==> src/rtl/iack_pkg.sv <==
package iack_pkg;
  localparam int ADDR_W     = 32;
  localparam int DATA_W     = 16;
  localparam int FC_W       = 4;
  localparam int LVL_W      = 3;
  localparam int NUM_LEVELS = 7;
  localparam int VEC_W      = 8;
  localparam int AUTO_BASE  = 24;

  localparam logic [FC_W-1:0] FC_CPU_SPACE = 4'b0111;
  localparam logic [3:0]      TYPE_IACK    = 4'hF;
  localparam logic [1:0]      SIZE_BYTE    = 2'b01;
  localparam logic [1:0]      DSACK_BYTE   = 2'b01;
  localparam logic [1:0]      DSACK_NONE   = 2'b11;

  typedef enum logic [1:0] {
    ST_IDLE,
    ST_ADDR,
    ST_STRB,
    ST_REL
  } seqState_t;

  typedef struct packed {
    logic capLevel;
    logic driveBus;
    logic strobeOn;
    logic latchVec;
    logic useAuto;
  } ctrlStrobes_t;
endpackage

==> src/rtl/iack_irq_sync.sv <==
module iack_irq_sync
  import iack_pkg::*;
#(
  parameter int LEVELS = NUM_LEVELS,
  parameter int STAGES = 2,
  parameter int LW     = LVL_W
) (
  input  logic              clk,
  input  logic              rstN,
  input  logic [LEVELS:1]   irqN,
  input  logic [LW-1:0]     maskLevel,
  output logic              pendValid,
  output logic [LW-1:0]     pendLevel
);
  localparam int LAST = STAGES - 1;

  logic [LEVELS:1] syncStage [STAGES];
  logic [LEVELS:1] reqLive;
  logic [LW-1:0]   topLevel;
  logic            anyReq;

  genvar s;
  generate
    for (s = 0; s < STAGES; s++) begin : g_stage
      if (s == 0) begin : g_first
        always_ff @(posedge clk or negedge rstN) begin
          if (!rstN) syncStage[0] <= '1;
          else       syncStage[0] <= irqN;
        end
      end else begin : g_next
        always_ff @(posedge clk or negedge rstN) begin
          if (!rstN) syncStage[s] <= '1;
          else       syncStage[s] <= syncStage[s-1];
        end
      end
    end
  endgenerate

  assign reqLive = ~syncStage[LAST];

  always_comb begin
    topLevel = '0;
    anyReq   = 1'b0;
    for (int i = 1; i <= LEVELS; i++) begin
      if (reqLive[i]) begin
        topLevel = LW'(i);
        anyReq   = 1'b1;
      end
    end
  end

  assign pendLevel = topLevel;
  assign pendValid = anyReq &&
                     ((topLevel > maskLevel) || (topLevel == LW'(LEVELS)));
endmodule

==> src/rtl/iack_ctrl.sv <==
module iack_ctrl
  import iack_pkg::*;
(
  input  logic         clk,
  input  logic         rstN,
  input  logic         pendValid,
  input  logic         instrDone,
  input  logic [1:0]   dsackN,
  input  logic         avecN,
  output ctrlStrobes_t ctl
);
  seqState_t stateQ, stateD;
  logic      termAuto, termPort, respIdle;

  assign termAuto = !avecN;
  assign termPort = (dsackN != DSACK_NONE);
  assign respIdle = avecN && (dsackN == DSACK_NONE);

  always_ff @(posedge clk or negedge rstN) begin
    if (!rstN) stateQ <= ST_IDLE;
    else       stateQ <= stateD;
  end

  always_comb begin
    stateD = stateQ;
    ctl    = '0;
    unique case (stateQ)
      ST_IDLE: begin
        if (pendValid && instrDone) begin
          ctl.capLevel = 1'b1;
          stateD       = ST_ADDR;
        end
      end
      ST_ADDR: begin
        ctl.driveBus = 1'b1;
        stateD       = ST_STRB;
      end
      ST_STRB: begin
        ctl.driveBus = 1'b1;
        ctl.strobeOn = 1'b1;
        if (termAuto) begin
          ctl.latchVec = 1'b1;
          ctl.useAuto  = 1'b1;
          stateD       = ST_REL;
        end else if (termPort) begin
          ctl.latchVec = 1'b1;
          stateD       = ST_REL;
        end
      end
      ST_REL: begin
        ctl.driveBus = 1'b1;
        if (respIdle) stateD = ST_IDLE;
      end
      default: stateD = ST_IDLE;
    endcase
  end
endmodule

==> src/rtl/iack_dpath.sv <==
module iack_dpath
  import iack_pkg::*;
(
  input  logic              clk,
  input  logic              rstN,
  input  ctrlStrobes_t      ctl,
  input  logic [LVL_W-1:0]  pendLevel,
  input  logic [1:0]        dsackN,
  input  logic [DATA_W-1:0] dataIn,
  output logic [ADDR_W-1:0] busAddr,
  output logic [FC_W-1:0]   busFc,
  output logic              busRnW,
  output logic [1:0]        busSize,
  output logic              asN,
  output logic              dsN,
  output logic [NUM_LEVELS:1] iackN,
  output logic              ackDone,
  output logic [VEC_W-1:0]  ackVector,
  output logic [LVL_W-1:0]  ackLevel
);
  logic [LVL_W-1:0]  levelQ;
  logic [VEC_W-1:0]  vectorQ;
  logic              doneQ;
  logic [VEC_W-1:0]  laneByte;
  logic [VEC_W-1:0]  autoVec;
  logic [ADDR_W-1:0] iackAddr;

  assign laneByte = (dsackN == DSACK_BYTE) ? dataIn[DATA_W-1 -: VEC_W]
                                           : dataIn[VEC_W-1:0];
  assign autoVec  = VEC_W'(AUTO_BASE) + VEC_W'(levelQ);

  always_ff @(posedge clk or negedge rstN) begin
    if (!rstN) begin
      levelQ  <= '0;
      vectorQ <= '0;
      doneQ   <= 1'b0;
    end else begin
      if (ctl.capLevel) levelQ <= pendLevel;
      if (ctl.latchVec) vectorQ <= ctl.useAuto ? autoVec : laneByte;
      doneQ <= ctl.latchVec;
    end
  end

  always_comb begin
    iackAddr        = '1;
    iackAddr[19:16] = TYPE_IACK;
    iackAddr[3:1]   = levelQ;
  end

  assign busAddr = ctl.driveBus ? iackAddr : '0;
  assign busFc   = ctl.driveBus ? FC_CPU_SPACE : '0;
  assign busSize = ctl.driveBus ? SIZE_BYTE : 2'b00;
  assign busRnW  = 1'b1;
  assign asN     = !ctl.strobeOn;
  assign dsN     = !ctl.strobeOn;

  genvar g;
  generate
    for (g = 1; g <= NUM_LEVELS; g++) begin : g_iack
      assign iackN[g] = !(ctl.strobeOn && (levelQ == LVL_W'(g)));
    end
  endgenerate

  assign ackDone   = doneQ;
  assign ackVector = vectorQ;
  assign ackLevel  = levelQ;
endmodule

==> src/rtl/iack_sequencer.sv <==
module iack_sequencer
  import iack_pkg::*;
(
  input  logic                 clk,
  input  logic                 rstN,
  input  logic [NUM_LEVELS:1]  irqN,
  input  logic [LVL_W-1:0]     maskLevel,
  input  logic                 instrDone,
  input  logic [1:0]           dsackN,
  input  logic                 avecN,
  input  logic [DATA_W-1:0]    dataIn,
  output logic [ADDR_W-1:0]    busAddr,
  output logic [FC_W-1:0]      busFc,
  output logic                 busRnW,
  output logic [1:0]           busSize,
  output logic                 asN,
  output logic                 dsN,
  output logic [NUM_LEVELS:1]  iackN,
  output logic                 ackDone,
  output logic [VEC_W-1:0]     ackVector,
  output logic [LVL_W-1:0]     ackLevel
);
  ctrlStrobes_t     ctl;
  logic             pendValid;
  logic [LVL_W-1:0] pendLevel;

  iack_irq_sync #(.LEVELS(NUM_LEVELS), .STAGES(2), .LW(LVL_W)) sync_i (
    .clk(clk), .rstN(rstN), .irqN(irqN), .maskLevel(maskLevel),
    .pendValid(pendValid), .pendLevel(pendLevel)
  );

  iack_ctrl ctrl_i (
    .clk(clk), .rstN(rstN), .pendValid(pendValid), .instrDone(instrDone),
    .dsackN(dsackN), .avecN(avecN), .ctl(ctl)
  );

  iack_dpath dpath_i (
    .clk(clk), .rstN(rstN), .ctl(ctl), .pendLevel(pendLevel),
    .dsackN(dsackN), .dataIn(dataIn),
    .busAddr(busAddr), .busFc(busFc), .busRnW(busRnW), .busSize(busSize),
    .asN(asN), .dsN(dsN), .iackN(iackN),
    .ackDone(ackDone), .ackVector(ackVector), .ackLevel(ackLevel)
  );
endmodule

==> config.mk <==
export PLATFORM = sky130hd
export DESIGN_NAME = iack_sequencer
export DESIGN_NICKNAME = d
export VERILOG_FILES = /design/src/rtl/iack_pkg.sv /design/src/rtl/iack_irq_sync.sv /design/src/rtl/iack_ctrl.sv /design/src/rtl/iack_dpath.sv /design/src/rtl/iack_sequencer.sv
export SDC_FILE = /design/constraint.sdc
export NUM_CORES = 1
export LEC_CHECK = 0
export ABC_AREA = 1
export ABC_CLOCK_PERIOD_IN_PS = 1930
export BUFFER_PORTS_ARGS = -buffer_cell sky130_fd_sc_hd__buf_2
export CORE_UTILIZATION = 44
export DETAILED_ROUTE_END_ITERATION = 10
export GPL_ROUTABILITY_DRIVEN = 0
export HOLD_SLACK_MARGIN = 0.03
export MAX_ROUTING_LAYER = met4
export PLACE_DENSITY = 0.8
export SKIP_CTS_REPAIR_TIMING = 1
export SYNTH_ARGS = -nofsm -noshare
export SYNTH_HDL_FRONTEND = slang
export SYNTH_SLANG_ARGS = --single-unit
export TNS_END_PERCENT = 20
==> constraint.sdc <==
create_clock -name clk -period 1.93 [get_ports clk]
set_input_delay 0.386 -clock clk [delete_from_list [all_inputs] [get_ports clk]]
set_output_delay 0.386 -clock clk [all_outputs]
set_load 0.05 [all_outputs]
==> reports/results.ini <==
[run_status]
status = complete, no violations

[logic_synthesis]
synth_top_family_by_area = buffers and inverters
ys_warn_count = 0
synth_xor_area_frac = 0
netlist_instances = 189
ys_ff_latch = 28
synth_top_area_share = 0.228
netlist_top_cells_area = dfstp_2 23%, dfrtp_1 22%, buf_4 17%, nand2_1 7.9%, nor2_1 5.3%
synth-simple-area-share = 0.187
synth_top_area_cell = dfstp_2
syn_area_per_cell_um2 = 8.54
synth_fa_ha_area_frac = 0.0465
yosysUniqueCellTypes = 24
synth_area_um2 = 1610
ys_seq_area_frac = 0.445
synth_mux_area_frac = 0
synth_compound_area_frac = 0.0899

[critical_path]
cp_max_fo = 6
crit_start = ctrl_i.stateQ[1]
worst_setup_path_end_kind = output port
worstSetupStartpointType = flop
worstReg2RegStart = sync_i.syncStage[6]
critPathRequiredTime_ps = 1540
arrival_ps = 1530
path_class = reg2out

[final_layout]
fin_util = 0.619
fin_cells = 301
fillers = 296
multi_input_area_um2 = 578
register_area_um2 = 719
area_growth_pct = 30.9
diodes = 0
drive_gt1_frac = 0.545
num-nets-final = 294
finalInstanceArea_um2 = 2110

[floorplanning]
io_pins = 92
rows = 21
die_h_um = 62.6
die_area_um2 = 3910
die_w_um = 62.6
initial_core_util = 0.473
core_area_um2 = 3420

[min_path]
hp-class = in2async

[routing]
drcViolationCount = 0
num_vias = 1407
wl_um = 3520
postRouteAntennaNets = 0
wl_per_cell_um = 11.7
drt_iter0_markers = 35
viasPerCell = 4.67
drt-pass1-iter-count = 4

[sta]
fin_crit_ps = 1910
timing.final.crit_share = 0.991
max_freq_ghz = 0.523
setup_viol = 0
rsz0062_at_grt = true
finClkSkew_ps = 8.01
drv_slew = 0
worst_slew_pin_slew_ps = 580
hold_violations = 0
slew_headroom = 0.613

[clock_network]
clock-sinks = 28
cts_tree = done
clk_pin_slew_worst_paths_ps = 150
htree_levels = 1
cts_buffer_depth = 2
clk_latency_ps = 320
root_buffer = clkbuf_4
cts_buffers = 3

[place]
placed_cell_area_um2 = 1860
placed_cells = 289
place_hpwl_um = 2570
portBuffers = 88

[global_route]
overflow = 0
grt_max_degree = 35
antenna_found_initial = 0
grt_pass1_vias = 1221
grt_pass1_wl_um = 5150
grt_util_all_layers = 0.171

[flow_run]
maxCapViolCount = 0

==> stage by stage <==
stage	setup TNS, ps	hold slack, ps	worst slack (ps)
2_1_floorplan	0	90.4	6.27
3_3_place_gp	0	345	117
3_5_place_dp	0	348	59.0
4_1_cts	-7550	65.2	-225
5_1_grt	-1250	61.2	-73.5
6_report	0	41.8	17.8
==> cells in the final DEF (no fill, tap or decap), drive strengths merged <==
master	n
dfstp	14
o31ai	3
ha	6
a21oi	7
o21bai	1
a21boi	2
nand2	38
conb	3
a31oi	2
nor2	25
inv	22
nand3	6
a31o	1
dfrtp	14
o21ai	8
clkbuf	5
clkinvlp	3
buf	95
==> metal layers <==
layer / track usage / routed length (µm) / vias up
met5: - / 0 / -
met3: 0.0328 / 263 / 2
met4: 0.0436 / 19 / 0
met1: 0.192 / 1470 / 649
li1: - / - / 679
met2: 0.310 / 1770 / 77
==> area by class of cell <==
type / count / area share
Sequential cell: 28 / 0.340
Clock buffer: 4 / 0.0225
Timing Repair Buffer: 96 / 0.285
Timing Repair inverter: 2 / 0.00710
Multi-Input combinational cell: 102 / 0.274
Inverter: 23 / 0.0438
Tap cell: 46 / 0.0272
==> cell families (layout without fill, tap and decap cells) <==
| family | after synthesis | after routing |
|---|---|---|
| adder cells (fa/ha/maj) | 6 | 6 |
| AO/OA/AOI/OAI | 24 | 24 |
| buffers and inverters | 60 | 125 |
| other | 2 | 3 |
| flip-flops | 28 | 28 |
| AND/OR/NAND/NOR | 69 | 69 |
==> final timing paths <==
path | endpoint | slack [ps] | cells after the start
min | dpath_i.ackVector[7] | 40 | 1
max in group asynchronous | ctrl_i.stateQ[1] | 1480 | 1
max | busAddr[24] | 20 | 5
max reg2reg | dpath_i.ackLevel[1] | 60 | 11
min in group clk | sync_i.syncStage[13] | 140 | 1
min reg2reg | sync_i.syncStage[1] | 370 | 0
==> cells in the mapped netlist <==
| library cell | count |
|---|---|
| nand3_1 | 5 |
| inv_1 | 20 |
| o21ai_2 | 1 |
| dfrtp_1 | 14 |
| inv_4 | 1 |
| inv_2 | 2 |
| a31o_2 | 1 |
| nand2_1 | 34 |
| a21boi_0 | 1 |
| nand3_2 | 1 |
| nor2_1 | 23 |
| ha_1 | 6 |
| o21ai_0 | 7 |
| nor2_4 | 2 |
| a31oi_1 | 2 |
| buf_4 | 37 |
| dfstp_2 | 14 |
| o31ai_1 | 3 |
| a21oi_1 | 7 |
| nand2_2 | 3 |
| conb_1 | 2 |
| a21boi_1 | 1 |
| o21bai_1 | 1 |
| nand2_4 | 1 |
==> critical path, cell delays in order (launching register included) <==
cell and delay (ps):
dfrtp_2 430, inv_1 90, ha_4 200, clkinvlp_4 120, buf_4 170, buf_4 190
==> registers in the layout, summed over array words and instances (netlist names) <==
| name | flops |
|---|---|
| ctrl_i.stateQ | 2 |
| dpath_i.ackDone | 1 |
| dpath_i.ackLevel | 3 |
| dpath_i.ackVector | 8 |
| sync_i.syncStage | 14 |
Power is left out: the tool's default activity adds up to more than one toggle a clock period on the data nets, which glitch-free logic cannot reach.
